File: config.mk
export PLATFORM = sky130hd
export DESIGN_NAME = pwmf_top
export DESIGN_NICKNAME = d
export VERILOG_FILES = /design/src/rtl/pwmf_pkg.sv /design/src/rtl/pwmf_fifo.sv /design/src/rtl/pwmf_core.sv /design/src/rtl/pwmf_regs.sv /design/src/rtl/pwmf_top.sv
export SDC_FILE = /design/constraint.sdc
export NUM_CORES = 1
export LEC_CHECK = 0
export ABC_AREA = 1
export ABC_CLOCK_PERIOD_IN_PS = 2800
export BUFFER_PORTS_ARGS = -buffer_cell sky130_fd_sc_hd__buf_2
export CAP_MARGIN = 40
export CORE_AREA = 8 8 89 170
export CTS_CLUSTER_DIAMETER = 200
export DETAILED_ROUTE_END_ITERATION = 12
export DIE_AREA = 0 0 97 178
export PLACE_DENSITY = 0.75
export SYNTH_ARGS = -nofsm -noshare
export SYNTH_HDL_FRONTEND = slang
export SYNTH_SLANG_ARGS = --single-unit
File: constraint.sdc
create_clock -name clk -period 2.8 [get_ports clk]
set_input_delay 0.56 -clock clk [delete_from_list [all_inputs] [get_ports clk]]
set_output_delay 0.56 -clock clk [all_outputs]
set_load 0.005 [all_outputs]
File: src/rtl/pwmf_pkg.sv
// Package: shared register offsets, field positions and widths for the
// sample-queued PWM. Assumes a byte-addressed 8-bit offset space.
package pwmf_pkg;
    localparam int AW = 8;
    localparam int BW = 32;

    localparam logic [AW-1:0] OFS_CTRL = 8'h00;
    localparam logic [AW-1:0] OFS_STAT = 8'h04;
    localparam logic [AW-1:0] OFS_DUTY = 8'h0C;
    localparam logic [AW-1:0] OFS_PRD  = 8'h10;
    localparam logic [AW-1:0] OFS_CNT  = 8'h14;

    localparam int EN_BIT  = 0;
    localparam int WM_LO   = 26;
    localparam int WM_HI   = 27;
    localparam int OVF_BIT = 4;
endpackage

File: src/rtl/pwmf_fifo.sv
// Module: pwmf_fifo
// Small circular queue of duty samples. A push into a full queue is
// dropped and a pop from an empty queue is ignored. Flush takes priority
// over push and pop. Assumes DEPTH is a power of two.
module pwmf_fifo #(
    parameter int DEPTH = 4,
    parameter int DW    = 16,
    localparam int PW   = $clog2(DEPTH),
    localparam int CW   = $clog2(DEPTH + 1)
) (
    input  logic          clk,
    input  logic          rst_n,
    input  logic          flush_i,
    input  logic          push_i,
    input  logic [DW-1:0] wdata_i,
    input  logic          pop_i,
    output logic [DW-1:0] head_o,
    output logic [CW-1:0] count_o,
    output logic          full_o,
    output logic          empty_o
);
    logic [DW-1:0] mem_q [DEPTH];
    logic [PW-1:0] wr_ptr_q, rd_ptr_q;
    logic [CW-1:0] cnt_q;
    logic          do_push, do_pop;

    // Status decode and qualified push/pop.
    always_comb begin
        full_o  = (cnt_q == CW'(DEPTH));
        empty_o = (cnt_q == '0);
        do_push = push_i && !full_o;
        do_pop  = pop_i && !empty_o;
        head_o  = mem_q[rd_ptr_q];
        count_o = cnt_q;
    end

    // Storage write; entries need no reset because reads are count-gated.
    always_ff @(posedge clk) begin
        if (do_push && !flush_i) begin
            mem_q[wr_ptr_q] <= wdata_i;
        end
    end

    // Pointer and occupancy tracking.
    always_ff @(posedge clk) begin
        if (!rst_n || flush_i) begin
            wr_ptr_q <= '0;
            rd_ptr_q <= '0;
            cnt_q    <= '0;
        end else begin
            if (do_push) wr_ptr_q <= wr_ptr_q + 1'b1;
            if (do_pop)  rd_ptr_q <= rd_ptr_q + 1'b1;
            case ({do_push, do_pop})
                2'b10:   cnt_q <= cnt_q + 1'b1;
                2'b01:   cnt_q <= cnt_q - 1'b1;
                default: cnt_q <= cnt_q;
            endcase
        end
    end

    p_fifo_bound_r3: assert property (@(posedge clk) disable iff (!rst_n)
        cnt_q <= CW'(DEPTH));

    p_drop_full_r5: assert property (@(posedge clk) disable iff (!rst_n)
        (push_i && full_o && !pop_i && !flush_i) |=> (cnt_q == CW'(DEPTH)));
endmodule

File: src/rtl/pwmf_core.sv
// Module: pwmf_core
// Period counter and active duty register. The active value is loaded
// only at a period boundary (enable start or counter wrap), so a new
// sample never changes the period in progress. Output is high while the
// counter is below the active duty.
module pwmf_core #(
    parameter int DW = 16
) (
    input  logic          clk,
    input  logic          rst_n,
    input  logic          en_i,
    input  logic [DW-1:0] period_i,
    input  logic [DW-1:0] head_i,
    input  logic          fifo_empty_i,
    output logic          pop_o,
    output logic [DW-1:0] cnt_o,
    output logic          pwm_o
);
    logic          run_q;
    logic [DW-1:0] cnt_q, act_q;
    logic          start, wrap, boundary;

    // Period boundary detection and queue pop request.
    always_comb begin
        start    = en_i && !run_q;
        wrap     = en_i && run_q && (cnt_q >= period_i);
        boundary = start || wrap;
        pop_o    = boundary && !fifo_empty_i;
    end

    // Counter, run flag and active duty update.
    always_ff @(posedge clk) begin
        if (!rst_n || !en_i) begin
            run_q <= 1'b0;
            cnt_q <= '0;
            act_q <= '0;
        end else begin
            run_q <= 1'b1;
            cnt_q <= boundary ? '0 : cnt_q + 1'b1;
            if (pop_o) act_q <= head_i;
        end
    end

    // Output compare.
    always_comb begin
        pwm_o = run_q && (cnt_q < act_q);
        cnt_o = cnt_q;
    end

    p_wrap_r2: assert property (@(posedge clk) disable iff (!rst_n)
        (en_i && run_q && cnt_q >= period_i) |=> (cnt_q == '0));

    p_reuse_r4: assert property (@(posedge clk) disable iff (!rst_n)
        (wrap && fifo_empty_i) |=> $stable(act_q));

    p_act_hold_r7: assert property (@(posedge clk) disable iff (!rst_n)
        (run_q && cnt_q != '0) |-> $stable(act_q));

    p_fall_hold_r7: assert property (@(posedge clk) disable iff (!rst_n)
        (run_q && cnt_q != '0 && $past(run_q) && !$past(pwm_o)) |-> !pwm_o);

    p_idle_zero_r9: assert property (@(posedge clk) disable iff (!rst_n)
        !en_i |=> (cnt_q == '0 && !pwm_o));
endmodule

File: src/rtl/pwmf_regs.sv
// Module: pwmf_regs
// Register decode: control, status (occupancy and sticky overflow with
// write-one-to-clear), sample push, period and live counter readout.
// Read data is registered on the read strobe.
module pwmf_regs
    import pwmf_pkg::*;
#(
    parameter int DW = 16,
    parameter int CW = 3
) (
    input  logic          clk,
    input  logic          rst_n,
    input  logic [AW-1:0] addr_i,
    input  logic [BW-1:0] wdata_i,
    input  logic          wr_i,
    input  logic          rd_i,
    output logic [BW-1:0] rdata_o,
    output logic          en_o,
    output logic [DW-1:0] period_o,
    output logic          flush_o,
    output logic          push_o,
    output logic [DW-1:0] sample_o,
    input  logic [CW-1:0] fifo_cnt_i,
    input  logic          fifo_full_i,
    input  logic [DW-1:0] cnt_i
);
    logic          en_q, ovf_q, ovf_clr;
    logic [1:0]    wm_q;
    logic [DW-1:0] prd_q;
    logic [BW-1:0] rd_mux;

    // Write-side strobes.
    always_comb begin
        flush_o  = wr_i && (addr_i == OFS_CTRL) && !wdata_i[EN_BIT];
        push_o   = wr_i && (addr_i == OFS_DUTY);
        sample_o = wdata_i[DW-1:0];
        ovf_clr  = wr_i && (addr_i == OFS_STAT) && wdata_i[OVF_BIT];
        en_o     = en_q;
        period_o = prd_q;
    end

    // Control and period storage.
    always_ff @(posedge clk) begin
        if (!rst_n) begin
            en_q  <= 1'b0;
            wm_q  <= '0;
            prd_q <= '0;
        end else if (wr_i) begin
            if (addr_i == OFS_CTRL) begin
                en_q <= wdata_i[EN_BIT];
                wm_q <= wdata_i[WM_HI:WM_LO];
            end
            if (addr_i == OFS_PRD) prd_q <= wdata_i[DW-1:0];
        end
    end

    // Sticky overflow flag: set on dropped push, cleared by writing one.
    always_ff @(posedge clk) begin
        if (!rst_n)                     ovf_q <= 1'b0;
        else if (push_o && fifo_full_i) ovf_q <= 1'b1;
        else if (ovf_clr)               ovf_q <= 1'b0;
    end

    // Read multiplexer.
    always_comb begin
        rd_mux = '0;
        case (addr_i)
            OFS_CTRL: begin
                rd_mux[EN_BIT]      = en_q;
                rd_mux[WM_HI:WM_LO] = wm_q;
            end
            OFS_STAT: begin
                rd_mux[CW-1:0]  = fifo_cnt_i;
                rd_mux[OVF_BIT] = ovf_q;
            end
            OFS_PRD:  rd_mux[DW-1:0] = prd_q;
            OFS_CNT:  rd_mux[DW-1:0] = cnt_i;
            default:  rd_mux = '0;
        endcase
    end

    // Registered read data.
    always_ff @(posedge clk) begin
        if (!rst_n)    rdata_o <= '0;
        else if (rd_i) rdata_o <= rd_mux;
    end

    p_ovf_sticky_r5: assert property (@(posedge clk) disable iff (!rst_n)
        (ovf_q && !ovf_clr) |=> ovf_q);

    p_ovf_set_r5: assert property (@(posedge clk) disable iff (!rst_n)
        (push_o && fifo_full_i) |=> ovf_q);
endmodule

File: src/rtl/pwmf_top.sv
// Module: pwmf_top
// Sample-queued PWM: register interface, four-entry duty queue and the
// period counter with boundary-only duty loading.
module pwmf_top
    import pwmf_pkg::*;
#(
    parameter int DW    = 16,
    parameter int DEPTH = 4,
    localparam int CW   = $clog2(DEPTH + 1)
) (
    input  logic          clk,
    input  logic          rst_n,
    input  logic [7:0]    bus_addr,
    input  logic [31:0]   bus_wdata,
    input  logic          bus_wr,
    input  logic          bus_rd,
    output logic [31:0]   bus_rdata,
    output logic          pwm_out
);
    logic          en, flush, push, pop, full, empty;
    logic [DW-1:0] period, sample, head, cnt;
    logic [CW-1:0] fcount;

    pwmf_regs #(.DW(DW), .CW(CW)) u_regs (
        .clk        (clk),
        .rst_n      (rst_n),
        .addr_i     (bus_addr),
        .wdata_i    (bus_wdata),
        .wr_i       (bus_wr),
        .rd_i       (bus_rd),
        .rdata_o    (bus_rdata),
        .en_o       (en),
        .period_o   (period),
        .flush_o    (flush),
        .push_o     (push),
        .sample_o   (sample),
        .fifo_cnt_i (fcount),
        .fifo_full_i(full),
        .cnt_i      (cnt)
    );

    pwmf_fifo #(.DEPTH(DEPTH), .DW(DW)) u_fifo (
        .clk     (clk),
        .rst_n   (rst_n),
        .flush_i (flush),
        .push_i  (push),
        .wdata_i (sample),
        .pop_i   (pop),
        .head_o  (head),
        .count_o (fcount),
        .full_o  (full),
        .empty_o (empty)
    );

    pwmf_core #(.DW(DW)) u_core (
        .clk         (clk),
        .rst_n       (rst_n),
        .en_i        (en),
        .period_i    (period),
        .head_i      (head),
        .fifo_empty_i(empty),
        .pop_o       (pop),
        .cnt_o       (cnt),
        .pwm_o       (pwm_out)
    );

    p_off_low_r9: assert property (@(posedge clk) disable iff (!rst_n)
        !en |=> !pwm_out);

    p_flush_empty_r9: assert property (@(posedge clk) disable iff (!rst_n)
        flush |=> (fcount == '0));
endmodule

==> reports/metrics.cfg, run 1 <==
[synth]
synth-simple-area-share_pct = 16.9
syn_avg_cell_area_um2 = 8.92
synth_cells = 746
synth_fa_ha_area_share_pct = 7.26
ys_warn_count = 0
synth_seq_cells = 142
muxShareOfSynthArea_pct = 0
async_flop_share_pct = 0
synth-compound-area-share_pct = 13.1
synth_edf_count = 64
synth-main-ff-cell = dfxtp_1
synth_top_family_by_area = simple AND/OR/NAND/NOR gates
ys_seq_area_share_pct = 52.4
synth_area_um2 = 6650
yosysUniqueCellTypes = 43
synth_xor_area_share_pct = 1.18

[route]
routedWlPerCell_um = 15.2
drtIter0Drc = 259
wl_met2_um = 8010
vias = 5114
ant_nets = 0
top_layer = met4
vias_per_cell = 5.30
drc_errors = 0
firstDrtPassIters = 5
drt_wl_total_um = 14700
met3_length_um = 570
drt-met1-wl_um = 5790

[power]
ir_drop_mv = 0.480
p_int_mw = 3.95
clock_power_share_pct = 52.9
power_density_nw_per_um2 = 630
power_mw = 4.87
power.switching_uw = 923
p_comb_share_pct = 2.3
power.leakage_nw = 3.19
p_sw_share_pct = 18.9
pwr-share-seq_pct = 44.8

[timing]
tns_ns = 0
rsz0062_at_grt = no
maxSlewHeadroom_pct = 54.5
fin_skew_ns = 0.0151
slew_violations = 0
finalHoldViolCount = 0
setup_violations = 0
timing.final.crit_share_pct = 92.3
fmax_ghz = 0.387
min_period_ns = 2.58
worst_slew_pin_slew_ns = 0.681

[worst_setup_path]
path_class = register to register
cp-end-kind = register
timing.rr.end = u_fifo.count_o[2]$_SDFFE_PP0P_
rrSetupSlack_ns = 0.22
crit_arrival_ns = 2.92
cp_max_fo = 5
crit_path_top_delay_cell = fa_1
setup.worst_path.start = u_core.cnt_o[3]$_SDFF_PP0_
crit_top_cell = nand2_1
cpLargestDelayFamily = adder cells
cpPeakStageDelay_ns = 0.38
cp-start-kind = register
crit_path_cell_trace = ha_1, nand2_1, nor2_1, nor2_1, nand2_1, nand2_1, nand2_1, nand2_2, nand2_4, nand3_4, inv_1, ha_1, inv_1, fa_1, a21oi_1, o21ai_1, xor2_1, nor2_1
timing.rr.start = u_core.cnt_o[3]$_SDFF_PP0_
crit_cells = 18
rr_worst_depth = 18
crit_path_end = u_fifo.count_o[2]$_SDFFE_PP0P_
path_buf_inv = 2
cp.required_ns = 3.14

[placement]
gp_congestion = 0.816
dp_cells = 932
port-buffer-count = 48
hpwlAfterDp_um = 10600

[finish]
fillers = 1048
antenna_cells = 0
fin_nets = 889
drive_gt1_share_pct = 13.5
utilization_pct = 59.9
syn_to_final_growth_pct = 16.2
instances_no_fill = 965

[floorplanning]
die_area_um2 = 17300
core_um2 = 12900
initial_core_util_pct = 51.5
die_w_um = 97
die_height_um = 178
row_count = 59
num_io_pins = 77

[global_routing]
grt_max_degree = 36
grt_pass1_vias = 5087
grt_pass1_wl_um = 24100
track_usage_pct = 17.0
grt_overflow = 0
grt_antenna_before_repair = 0

[cts]
postCtsHoldBufs = 0
cts_max_level = 4
clkLatencyLatePin_ns = 0.46
clk_pin_slew_ns = 0.06
cts.path.max_buffers = 3
postCtsSetupBuffers = 0
cts_inserted_buffers = 25
root_buffer = clkbuf_16
cts_tree = done
cts_sinks = 142

[run_status]
status = completed

[hold_path]
hold_class = primary input to register

[flow_run]
maxCapViolations = 0

-- state kept, by name (all words and copies together) (netlist names) --
signal           count
u_core.cnt_o        16
u_regs.wm_q          2
u_fifo.count_o       3
u_core.run_q         1
u_fifo.wr_ptr_q      2
u_regs.period_o     16
u_regs.en_o          1
u_fifo.rd_ptr_q      2
u_regs.ovf_q         1
u_core.act_q        16
u_regs.rdata_o      18
u_fifo.mem_q        64
-- per-stage QoR --
step	worst slack (ns)	hold slack [ns]	cell area [um^2]
6_report	0.216	0.339	7730
5_1_grt	0.0158	0.338	7730
4_1_cts	0.178	0.328	7730
3_5_place_dp	0.183	0.458	7020
3_3_place_gp	0.222	0.448	7020
2_1_floorplan	0.221	0.438	6700
-- repair_timing --
item                       4_1_cts  5_1_grt
hold endpoints to repair         0        0
setup endpoints to repair        0        1
resized for setup                0        4
-- worst min path at each step --
stage / from / to / slack, ns / cells after the start
global placement: u_regs.ovf_q$_SDFFE_PN0P_ / u_regs.ovf_q$_SDFFE_PN0P_ / 0.45 / 2
detailed placement: u_regs.rdata_o[4]$_SDFFE_PN0P_ / u_regs.rdata_o[4]$_SDFFE_PN0P_ / 0.46 / 2
floorplan: u_regs.wm_q[0]$_SDFFE_PN0P_ / u_regs.rdata_o[26]$_SDFFE_PN0P_ / 0.44 / 2
CTS: bus_wdata[14] / u_fifo.mem_q[0][14]$_DFFE_PP_ / 0.33 / 1
finish: bus_wdata[14] / u_fifo.mem_q[0][14]$_DFFE_PP_ / 0.34 / 1
global route: bus_wdata[14] / u_fifo.mem_q[2][14]$_DFFE_PP_ / 0.34 / 1
-- power by group through the flow --
stage	sequential, mW	combinational (mW)	clock [mW]
floorplan	2.23	0.0627	0
CTS	2.18	0.110	2.61
detailed placement	2.22	0.109	0
global placement	2.22	0.108	0
finish	2.18	0.110	2.58
global route	2.18	0.124	2.70
-- synthesized netlist by cell type (all sizes together) (2+ instances only) --
library cell	instances	area, um^2
edfxtp	64	1920
dfxtp	78	1560
o21ai	62	322
xor2	9	78.8
nor2	106	403
o221ai	13	114
o211ai	3	22.5
ha	37	463
nand2	112	433
clkbuf	16	61.3
nor4	2	12.5
nor3b	2	15.0
o21a	3	22.5
o22ai	12	75.1
inv	103	387
a21oi	49	253
nor3	12	76.3
a32o	4	40.0
buf	24	160
nand3	15	92.6
nand4	12	75.1
-- placed cells by master, fill, tap and decap left out, types with 2 or more instances in the layout --
cell | synthesis | routed
clkbuf_1 | 15 | 2
nor3b_1 | 2 | 2
o21a_1 | 3 | 3
nor2_1 | 104 | 104
o221ai_1 | 13 | 13
clkinv_2 | 0 | 2
buf_2 | 5 | 48
inv_2 | 2 | 2
nor3_2 | 1 | 2
nand2_2 | 2 | 3
buf_4 | 15 | 12
edfxtp_1 | 64 | 64
clkinv_1 | 1 | 2
a21oi_1 | 47 | 47
a32o_1 | 4 | 4
o21ai_0 | 61 | 60
clkbuf_16 | 0 | 25
dfxtp_1 | 78 | 77
nand3_1 | 13 | 13
clkbuf_8 | 0 | 2
conb_1 | 1 | 14
o211ai_1 | 3 | 3
a21oi_2 | 2 | 2
nand2_1 | 109 | 108
nand4_1 | 12 | 12
inv_1 | 101 | 101
nor4_1 | 2 | 2
xor2_1 | 9 | 9
ha_1 | 37 | 37
nor3_1 | 10 | 9
nor2_2 | 2 | 2
o22ai_1 | 12 | 12
-- logic make-up after synthesis --
group / after synthesis
adder cells (fa/ha/maj): 38
flip-flops: 142
AND/OR/NAND/NOR: 263
AO/OA/AOI/OAI: 149
other: 1
XOR/XNOR: 9
buffers and inverters: 144
-- metal layers --
metal	vias to the layer above	GRT usage (%)
met4	0	8.07
met2	116	32.6
li1	2580	-
met1	2397	17.4
met3	21	2.95
met5	-	0
-- layout make-up --
| cell class | instances | area, um^2 | share of cell area (%) |
|---|---|---|---|
| clock buffers | 29 | 661 | 8.54 |
| clock inverters | 4 | 43.8 | 0.566 |
| inverters | 104 | 390 | 5.05 |
| multi-input cells | 473 | 2620 | 33.8 |
| flip-flops and latches | 142 | 3480 | 45.1 |
| well taps | 152 | 190 | 2.46 |
| repair buffers | 61 | 350 | 4.53 |
Power figures use the tool's default switching activity.
==> run 2, diff against run 1 <==
--- a/config.mk
+++ b/config.mk
@@ -14,6 +14,7 @@
 export DETAILED_ROUTE_END_ITERATION = 12
 export DIE_AREA = 0 0 97 178
 export PLACE_DENSITY = 0.75
+export SETUP_SLACK_MARGIN = 0.5
 export SYNTH_ARGS = -nofsm -noshare
 export SYNTH_HDL_FRONTEND = slang
 export SYNTH_SLANG_ARGS = --single-unit
==> reports/metrics.cfg, run 2 (synthesis results as in run 1) <==
[finish]
reg_top3 = u_fifo.mem_q (64), u_regs.rdata_o (18)
utilization_pct = 62.6  ; +2.7 points
fin_nets = 893  ; +0.45%
seq_area_um2 = 3520  ; +1.1%
max_flop_register = u_fifo.mem_q
instances_no_fill = 976  ; +1.1%
final_common_cell = nor2_1
largest_reg_flops = 64  ; unchanged
multi_input_area_um2 = 2920  ; +12%
drive_gt1_share_pct = 23.3  ; +9.8 points
antenna_cells = 0  ; unchanged
final_cell_mix = 103 x nor2_1, 102 x nand2_1, 89 x inv_1
fillers = 999  ; -4.7%
syn_to_final_growth_pct = 21.5

[timing]
rsz0062_at_grt = yes
setup_violations = 0  ; unchanged
fin_skew_ns = 0.00756  ; -0.00751 ns
tns_ns = 0  ; unchanged
slew_violations = 0  ; unchanged
maxSlewHeadroom_pct = 55.7  ; +1.2 points
worst_slack_ns = 0.421  ; +0.205 ns
fmax_ghz = 0.420  ; +8.6%
finalHoldViolCount = 0  ; unchanged
timing.final.crit_share_pct = 85.0  ; -7.3 points
worst_slew_pin_slew_ns = 0.664  ; -0.0166 ns
min_period_ns = 2.38  ; -0.205 ns

[route]
top_layer = met4
ant_nets = 0  ; unchanged
vias_per_cell = 5.51  ; +4.0%
firstDrtPassIters = 5  ; unchanged
drt_wl_total_um = 16300  ; +11%
drt-met1-wl_um = 6210  ; +7.1%
met3_length_um = 744  ; +31%
drc_errors = 0  ; unchanged
wl_met2_um = 8730  ; +8.9%
drtIter0Drc = 353  ; +36%
routedWlPerCell_um = 16.7  ; +10%
vias = 5378  ; +5.2%

[power]
pwr-share-seq_pct = 48.0  ; +3.2 points
p_comb_share_pct = 2.5  ; +0.2 points
power.switching_mw = 1.05  ; +14%
p_int_mw = 3.48  ; -12%
ir_drop_mv = 0.588  ; +23%
power.leakage_nw = 3.24  ; +1.5%
power_density_nw_per_um2 = 560  ; -11%
power_mw = 4.53  ; -7.0%
p_sw_share_pct = 23.2  ; +4.2 points
clock_power_share_pct = 49.5  ; -3.4 points

[placement]
port-buffer-count = 48  ; unchanged
gp_congestion = 0.896  ; +9.9%
hpwlAfterDp_um = 10600  ; about the same
dpl_worst_slack_ns = 0.199  ; +0.0162 ns
dp_cells = 933  ; +0.11%

[cts]
cts.path.max_buffers = 2  ; -1
cts_max_level = 4  ; unchanged
clk_pin_slew_ns = 0.07  ; about the same
cts_sinks = 142  ; unchanged
clkLatencyLatePin_ns = 0.42  ; -0.04 ns
cts_tree = done
cts_inserted_buffers = 17  ; -32%
root_buffer = clkbuf_16
postCtsHoldBufs = 0  ; unchanged

[global_routing]
grt_max_degree = 36  ; unchanged
grt_pass1_wl_um = 25100  ; +4.2%
track_usage_pct = 18.1  ; +1.0 points
grt_pass1_vias = 5246  ; +3.1%
grt_overflow = 0  ; unchanged
grt_antenna_before_repair = 0  ; unchanged

[worst_setup_path]
cp_max_fo = 5  ; unchanged
path_class = register to primary output
crit_arrival_ns = 1.82  ; -1.10 ns
cp-start-kind = register
cp-end-kind = primary output
cp.required_ns = 2.24  ; -0.90 ns

[floorplanning]
core_um2 = 12900  ; unchanged
die_height_um = 178  ; unchanged
die_area_um2 = 17300  ; unchanged
row_count = 59  ; unchanged
initial_core_util_pct = 51.5  ; unchanged
die_w_um = 97  ; unchanged
num_io_pins = 77  ; unchanged

[flow_run]
maxCapViolations = 0  ; unchanged

[run_status]
status = completed

[hold_path]
hold_class = primary input to register

[run 2: cell count changes in the layout (fill, tap and decap cells not counted), moves of 7 or more]
cell	change
ha_1	-18
dfxtp_1	-18
a21oi_2	+7
a21oi_1	-7
clkbuf_16	-8
dfxtp_2	+12
inv_2	+9
inv_1	-12
buf_4	+10
ha_4	+18
[run 2: final timing paths]
kind	from	end	slack, ns	cells past startpoint
max	u_core.cnt_o[13]$_SDFF_PP0_	pwm_out	0.42	5
min	bus_wdata[14]	u_fifo.mem_q[0][14]$_DFFE_PP_	0.37	1
max reg2reg	u_core.cnt_o[11]$_SDFF_PP0_	u_fifo.count_o[1]$_SDFFE_PP0P_	0.44	13
min reg2reg	u_regs.ovf_q$_SDFFE_PN0P_	u_regs.ovf_q$_SDFFE_PN0P_	0.46	2
[run 2: power groups by stage]
stage	combinational (mW)	clock [mW]	sequential (mW)
4_1_cts	0.112	2.26	2.18
5_1_grt	0.125	2.34	2.17
3_3_place_gp	0.108	0	2.22
2_1_floorplan	0.0629	0	2.23
3_5_place_dp	0.110	0	2.22
6_report	0.114	2.24	2.17
[run 2: cell type report]
type                            instances  share of cell area (%)
Clock buffer                           17                    5.26
Clock inverter                         15                    2.14
Inverter                              104                    4.92
Multi-Input combinational cell        473                    36.1
Sequential cell                       142                    43.6
Tap cell                              152                    2.35
Timing Repair Buffer                   73                    5.65
[run 2: what timing repair did]
| item | in CTS | in global routing |
|---|---|---|
| resized for setup | 41 | 37 |
| pin swaps | 20 | 14 |
| setup buffers | 8 | 3 |
| setup endpoints to repair | 3 | 3 |
[run 2: critical path: stages, from the launching register on]
cell      delay, ns
dfxtp_2        0.36
ha_1           0.35
a21oi_1        0.23
o221ai_2       0.13
a21oi_2        0.18
buf_2          0.14
[run 2: routing by layer]
layer	global-route usage, %	vias up
met1	18.3	2541
met2	34.1	190
met5	0	-
met3	3.34	47
li1	-	2600
met4	9.55	0
[run 2: through the flow]
step / hold WS (ns) / area [um^2]
after floorplan: 0.416 / 6720
after global placement: 0.433 / 7050
after detailed placement: 0.445 / 7050
after CTS: 0.359 / 7880
after global routing: 0.367 / 8080
final: 0.366 / 8080
